## src/rtl/mbx_pkg.sv

```systemverilog
`timescale 1ns/1ps
package mbx_pkg;
  // Which address window a bus address falls in.
  typedef enum logic [1:0] {
    WIN_NONE = 2'd0,
    WIN_SET  = 2'd1,
    WIN_CLR  = 2'd2
  } mbx_win_e;

  localparam int BYTES_PER_BOX = 4;
endpackage

```

## src/rtl/mbx_addr_decode.sv

```systemverilog
`timescale 1ns/1ps
module mbx_addr_decode
  import mbx_pkg::*;
#(
  parameter int ADDR_W   = 12,
  parameter int NUM_BOX  = 16,
  parameter int SET_BASE = 128,
  parameter int CLR_BASE = 192
) (
  input  logic [ADDR_W-1:0]          addr,
  output mbx_win_e                   win,
  output logic [$clog2(NUM_BOX)-1:0] idx
);
  localparam int IDX_W = $clog2(NUM_BOX);

  logic [ADDR_W-1:0] set_off;
  logic [ADDR_W-1:0] clr_off;
  logic              set_in;
  logic              clr_in;

  // Offsets wrap below the base, so a single high-bits-zero test bounds both ends.
  always_comb begin
    set_off = addr - ADDR_W'(SET_BASE);
    clr_off = addr - ADDR_W'(CLR_BASE);
    set_in  = (set_off[ADDR_W-1:IDX_W+2] == '0) && (set_off[1:0] == 2'b00);
    clr_in  = (clr_off[ADDR_W-1:IDX_W+2] == '0) && (clr_off[1:0] == 2'b00);
    win     = WIN_NONE;
    idx     = '0;
    if (set_in) begin
      win = WIN_SET;
      idx = set_off[IDX_W+1:2];
    end else if (clr_in) begin
      win = WIN_CLR;
      idx = clr_off[IDX_W+1:2];
    end
  end

  // the two windows never claim the same address
  always_comb begin
    assert_no_window_overlap_R1: assert (!(set_in && clr_in));
  end
endmodule

```

## src/rtl/mbx_cell.sv

```systemverilog
`timescale 1ns/1ps
module mbx_cell #(
  parameter int DATA_W = 32
) (
  input  logic              clk,
  input  logic              rst,
  input  logic              set_en,
  input  logic              clr_en,
  input  logic [DATA_W-1:0] wdata,
  output logic [DATA_W-1:0] val,
  output logic              irq
);
  logic [DATA_W-1:0] val_q;
  logic [DATA_W-1:0] nxt;
  logic              irq_q;

  // Clear is applied after set when both are present.
  always_comb begin
    nxt = (val_q | (set_en ? wdata : '0)) & ~(clr_en ? wdata : '0);
  end

  always_ff @(posedge clk) begin
    if (rst) begin
      val_q <= '0;
      irq_q <= 1'b0;
    end else begin
      val_q <= nxt;
      irq_q <= |nxt;
    end
  end

  assign val = val_q;
  assign irq = irq_q;

  assert_set_bits_stick_R2: assert property (@(posedge clk) disable iff (rst)
    (set_en && !clr_en) |=> ((val & $past(wdata)) == $past(wdata)));

  assert_set_raises_level_R3: assert property (@(posedge clk) disable iff (rst)
    (set_en && !clr_en && (wdata != '0)) |=> irq);

  assert_full_clear_drops_level_R4: assert property (@(posedge clk) disable iff (rst)
    (clr_en && (wdata == '1)) |=> (!irq && (val == '0)));

  assert_untouched_holds_R8: assert property (@(posedge clk) disable iff (rst)
    (!set_en && !clr_en) |=> $stable(val));
endmodule

```

## src/rtl/mbx_read_port.sv

```systemverilog
`timescale 1ns/1ps
module mbx_read_port
  import mbx_pkg::*;
#(
  parameter int DATA_W  = 32,
  parameter int NUM_BOX = 16
) (
  input  logic                              clk,
  input  logic                              rst,
  input  logic                              rd_en,
  input  mbx_win_e                          win,
  input  logic [$clog2(NUM_BOX)-1:0]        idx,
  input  logic [NUM_BOX-1:0][DATA_W-1:0]    boxes,
  output logic [DATA_W-1:0]                 rd_data
);
  logic [DATA_W-1:0] rd_q;

  always_ff @(posedge clk) begin
    if (rst) begin
      rd_q <= '0;
    end else if (rd_en && (win == WIN_CLR)) begin
      rd_q <= boxes[idx];
    end else begin
      rd_q <= '0;
    end
  end

  assign rd_data = rd_q;

  assert_idle_read_zero_R10: assert property (@(posedge clk) disable iff (rst)
    !rd_en |=> (rd_data == '0));
endmodule

```

## src/rtl/mbx_bank.sv

```systemverilog
`timescale 1ns/1ps
module mbx_bank
  import mbx_pkg::*;
#(
  parameter int NUM_CORES     = 4,
  parameter int BOX_PER_CORE  = 4,
  parameter int DATA_W        = 32,
  parameter int ADDR_W        = 12,
  parameter int SET_BASE      = 128,
  parameter int CLR_BASE      = 192
) (
  input  logic                                 clk,
  input  logic                                 rst,
  input  logic                                 wr_en,
  input  logic [ADDR_W-1:0]                    wr_addr,
  input  logic [DATA_W-1:0]                    wr_data,
  input  logic                                 rd_en,
  input  logic [ADDR_W-1:0]                    rd_addr,
  output logic [DATA_W-1:0]                    rd_data,
  output logic [NUM_CORES*BOX_PER_CORE-1:0]    mbox_irq
);
  localparam int NUM_BOX = NUM_CORES * BOX_PER_CORE;
  localparam int IDX_W   = $clog2(NUM_BOX);

  mbx_win_e                     wwin;
  mbx_win_e                     rwin;
  logic [IDX_W-1:0]             widx;
  logic [IDX_W-1:0]             ridx;
  logic [NUM_BOX-1:0]           set_vec;
  logic [NUM_BOX-1:0]           clr_vec;
  logic [NUM_BOX-1:0][DATA_W-1:0] boxes;

  mbx_addr_decode #(
    .ADDR_W(ADDR_W), .NUM_BOX(NUM_BOX), .SET_BASE(SET_BASE), .CLR_BASE(CLR_BASE)
  ) u_wdec (
    .addr(wr_addr), .win(wwin), .idx(widx)
  );

  mbx_addr_decode #(
    .ADDR_W(ADDR_W), .NUM_BOX(NUM_BOX), .SET_BASE(SET_BASE), .CLR_BASE(CLR_BASE)
  ) u_rdec (
    .addr(rd_addr), .win(rwin), .idx(ridx)
  );

  for (genvar i = 0; i < NUM_BOX; i++) begin : g_box
    assign set_vec[i] = wr_en && (wwin == WIN_SET) && (widx == IDX_W'(i));
    assign clr_vec[i] = wr_en && (wwin == WIN_CLR) && (widx == IDX_W'(i));

    mbx_cell #(.DATA_W(DATA_W)) u_cell (
      .clk   (clk),
      .rst   (rst),
      .set_en(set_vec[i]),
      .clr_en(clr_vec[i]),
      .wdata (wr_data),
      .val   (boxes[i]),
      .irq   (mbox_irq[i])
    );
  end

  mbx_read_port #(.DATA_W(DATA_W), .NUM_BOX(NUM_BOX)) u_rd (
    .clk    (clk),
    .rst    (rst),
    .rd_en  (rd_en),
    .win    (rwin),
    .idx    (ridx),
    .boxes  (boxes),
    .rd_data(rd_data)
  );

  assert_single_target_R8: assert property (@(posedge clk) disable iff (rst)
    $onehot0(set_vec | clr_vec));

  assert_stray_write_ignored_R7: assert property (@(posedge clk) disable iff (rst)
    (wr_en && (wwin == WIN_NONE)) |=> $stable(boxes));

  assert_read_returns_old_R5: assert property (@(posedge clk) disable iff (rst)
    (rd_en && (rwin == WIN_CLR)) |=> (rd_data == $past(boxes[ridx])));

  assert_set_window_reads_zero_R6: assert property (@(posedge clk) disable iff (rst)
    (rd_en && (rwin == WIN_SET)) |=> (rd_data == '0));

  assert_reset_quiet_R9: assert property (@(posedge clk)
    rst |=> ((mbox_irq == '0) && (rd_data == '0)));
endmodule

```

## config.mk

```make
export PLATFORM = sky130hd
export DESIGN_NAME = mbx_bank
export DESIGN_NICKNAME = d
export VERILOG_FILES = /design/src/rtl/mbx_pkg.sv /design/src/rtl/mbx_addr_decode.sv /design/src/rtl/mbx_cell.sv /design/src/rtl/mbx_read_port.sv /design/src/rtl/mbx_bank.sv
export SDC_FILE = /design/constraint.sdc
export NUM_CORES = 2
export LEC_CHECK = 0
export ABC_AREA = 1
export ABC_CLOCK_PERIOD_IN_PS = 2660
export BUFFER_PORTS_ARGS = -buffer_cell sky130_fd_sc_hd__buf_4
export CAP_MARGIN = 20
export CORE_MARGIN = 2
export CORE_UTILIZATION = 63
export DETAILED_ROUTE_END_ITERATION = 12
export HOLD_SLACK_MARGIN = 0.02
export PLACE_DENSITY_LB_ADDON = 0.05
export REMOVE_ABC_BUFFERS = 1
export SYNTH_ARGS = -nofsm -noshare
export SYNTH_HDL_FRONTEND = slang
export SYNTH_SLANG_ARGS = --single-unit
```

## constraint.sdc

```tcl
create_clock -name clk -period 2.66 [get_ports clk]
set_input_delay 0.532 -clock clk [delete_from_list [all_inputs] [get_ports clk]]
set_output_delay 0.532 -clock clk [all_outputs]
set_load 0.01 [all_outputs]
```

==> impl_metrics.toml <==
[placement]
placement.setup.worst_slack_ns = -0.907
post-place-cells = 6166
place_congestion = 1.03
dpl_hpwl_mm = 86.4
numPortBuffers = 107
postPlaceCellArea_mm2 = 0.0373

[detailed_routing]
number_of_vias_after_detailed_routing = 37731
detailedRoute.firstIterationViolations = 6400
route.detailed.drc = 0
avgRoutedWirePerCell_um = 20.9
drtAntennaViolNets = 0
viasPerCell = 5.97
firstDrtPassIters = 10
postRouteWirelength_mm = 132

[worst_setup_path]
crit_path_depth = 22
worstPathCellList = "buf_4, inv_1, ha_1, nand3_1, nor2_1, nand2_2, nand2_4, buf_4, nand3_4, buf_6, buf_4, nor2_4, buf_6, nand2_4, buf_4, o21ai_1, nand2_1, nand2_1, nor2_2, nand2_2, nor2_1, a21oi_2"
critical_path.max_fanout = 5
critPathKind = "input port to flop"
flop_to_flop_setup_slack_ns = 1.15
cp-end-kind = "flop"
crit_path_required_time_ns = 3.23
critical_path_arrival_ns = 3.35
timing.critical_path.slowest_stage_cell = "ha_1"
critPathMaxStageDelay_ns = 0.26
timing.critical_path.from_type = "input port"
r2r_depth = 7
critPathTopFamily = "simple AND/OR/NAND/NOR gates"
crit_buf_inv = 7
critical_path.most_common_cell = "buf_4"

[timing]
finalCritPeriodShare_pct = 104
final-setup-viol-count = 5
setup_slack_ns = -0.113
worst-slew-pin-transition_ns = 1.02
timing_max_transition_violations_final = 0
largest_clock_skew_in_the_final_design_ns = 0.0279
post-route-min-period_ns = 2.77
grt_setup_unrepaired = "true"
timing.setup.tns_ns = -0.426
fmax_mhz = 361
max_slew_margin_pct = 32.1
timing.final.hold_violations = 0

[logic_synthesis]
ys_dominant_reg_cell = "dfxtp_1"
yosysWarnings = 0
synth.cell_area_mm2 = 0.0311
synth_edf_count = 0
flop_and_latch_count_out_of_synthesis = 560
synth.distinct_cells = 32
syn-instance-count = 5078
yosysSeqAreaShare_pct = 36.1
synth-async-reset-ratio_pct = 0
synth_area_per_cell_um2 = 6.12

[power_and_ir_drop]
p_sw_uw = 4380
internal-power_uw = 13800
p_clk_share_pct = 49.2
p_per_area_mw_per_mm2 = 448
peakVddDrop_uv = 635
power.share.combinational_pct = 4.6
sw_frac_of_total_pct = 24.1
static_leakage_power_uw = 0.0187
seq_power_share_pct = 46.2

[cells_and_area]
area.growth.synth_to_final_pct = 30.5
layout_common_cells = "nand2_1, buf_4, nor2_1, dfxtp_1, nand3_1"
final_cells = 6316
final_layout_size_suffix_gt1_share_pct = 19.9
layout.cells.most_common = "nand2_1"
nNetsFinal = 5667
finish.instance_area_mm2 = 0.0406

[clock_network]
tritoncts = "done"
clock_sinks = 560
ctsHoldBuffers = 0
clk_root_buffer_cell = "clkbuf_16"
htreeDepth = 2
tritoncts.num_buffers = 59
cts_max_path_buffers = 3
cts.reportedPaths.clkPinSlew_ns = 0.06
insertion_delay_ns = 0.67

[grt]
grt_pass1_wl_mm = 189
grt_pass1_vias = 33547
largest_net_degree_at_the_start_of_global_routing = 145
grt-ovfl-total = 0
gr-max-usage-layer = "met2"
track_usage_pct = 48.3
groute.layer.met3.usage_pct = 15.1
antenna_found_initial = 2
global_routing_met2_resource_utilization_pct = 69.2
met1_usage_pct = 63.8

[floorplanning]
top_level_ports = 108
start_util_pct = 63.6
floorplan.rows = 81
die_area_mm2 = 0.0511
die_h_um = 226
dieWidth_um = 226
core_mm2 = 0.0488

[outcome]
violations = "setup timing"
run_status = "complete, but fails checks"

[worst_hold_path]
timing.hold.worst_path_depth = 4
hp-class = "input port to flop"

[flow_run]
max_cap_viol_count = 0
Yosys cell counts, types with 6 or more instances:
library cell | instances | area, um2
o211ai_1 | 158 | 1190
nand3_2 | 9 | 90.1
nand2_1 | 1872 | 7030
buf_4 | 28 | 210
inv_1 | 431 | 1620
a21oi_1 | 64 | 320
nor2_1 | 708 | 2660
o21ai_1 | 24 | 120
clkbuf_1 | 209 | 785
buf_1 | 46 | 173
nand3_1 | 442 | 2210
buf_2 | 136 | 681
nor3_1 | 6 | 30.0
nand4_1 | 108 | 676
o21ai_0 | 52 | 260
nor2_2 | 10 | 62.6
o21bai_1 | 104 | 781
dfxtp_1 | 560 | 11200
o221ai_1 | 82 | 718
worst reg2reg max path: cells and delay by family, from the launching register on:
family | cells | cell delay, ns
AOI/OAI and AO/OA | 2 | 0.32
buffers and inverters | 1 | 0.15
and+or+nand+nor | 4 | 0.60
DFF | 1 | 0.31
per-layer routing:
metal / vias up / routed length [um]
met5: - / 24
met4: 4 / 9600
met3: 664 / 22700
met2: 3119 / 52400
met1: 16796 / 47000
li1: 17148 / -
area by class of cell:
class | instances | area [um2]
clock inverter | 19 | 288
clock buffer | 90 | 1760
antenna | 1 | 2.50
tap | 664 | 831
multi-input combinational | 3659 | 16900
fill | 3429 | 8300
inverter | 439 | 1660
timing repair buffer | 884 | 7870
sequential | 560 | 11200
metrics by stage:
stage | util (%) | total power (uW) | hold slack [ns]
floorplan | - | 8700 | 0.481
global placement | 76.4 | 9340 | 0.523
detailed placement | 76.4 | 9350 | 0.530
CTS | 81.1 | 18000 | 0.262
global route | 83.0 | 18400 | 0.316
finish | 83.0 | 18200 | 0.279
power by group through the flow:
stage | Sequential, uW | Combinational, uW | Clock (uW)
after floorplan | 8570 | 131 | 0
after global placement | 8570 | 766 | 0
after detailed placement | 8570 | 772 | 0
after CTS | 8390 | 778 | 8860
after global routing | 8380 | 844 | 9160
final | 8390 | 841 | 8940
registers in the layout, indices dropped and copies added (netlist names):
register / flops
g_box.u_cell.irq: 16
u_rd.rd_data: 32
g_box.u_cell.val: 512
final timing paths:
kind | from | end
max reg2reg | g_box[0].u_cell.val[21]$_SDFF_PP0_ | g_box[0].u_cell.irq$_SDFF_PP0_
min reg2reg | g_box[0].u_cell.val[14]$_SDFF_PP0_ | g_box[0].u_cell.val[14]$_SDFF_PP0_
min | wr_data[21] | g_box[10].u_cell.val[21]$_SDFF_PP0_
max | wr_addr[7] | g_box[9].u_cell.irq$_SDFF_PP0_
what timing repair did:
action,in CTS,in global routing
setup buffers,5,29
gates cloned,1,6
gates resized for setup,35,156
setup endpoints to repair,10,16
pin swaps,6,45
cells by family (layout without fill, tap and decap cells):
group / Yosys count / after routing / share of synthesized area (%)
xor+xnor: 3 / 3 / 0.0846
flops: 560 / 560 / 36.1
simple gates: 3166 / 3166 / 41.4
other cells: 0 / 1 / 0
buf+inv: 859 / 1432 / 11.3
compound gates: 486 / 486 / 11.0
fa+ha+maj: 4 / 4 / 0.161
(Power assumes the default switching activity.)
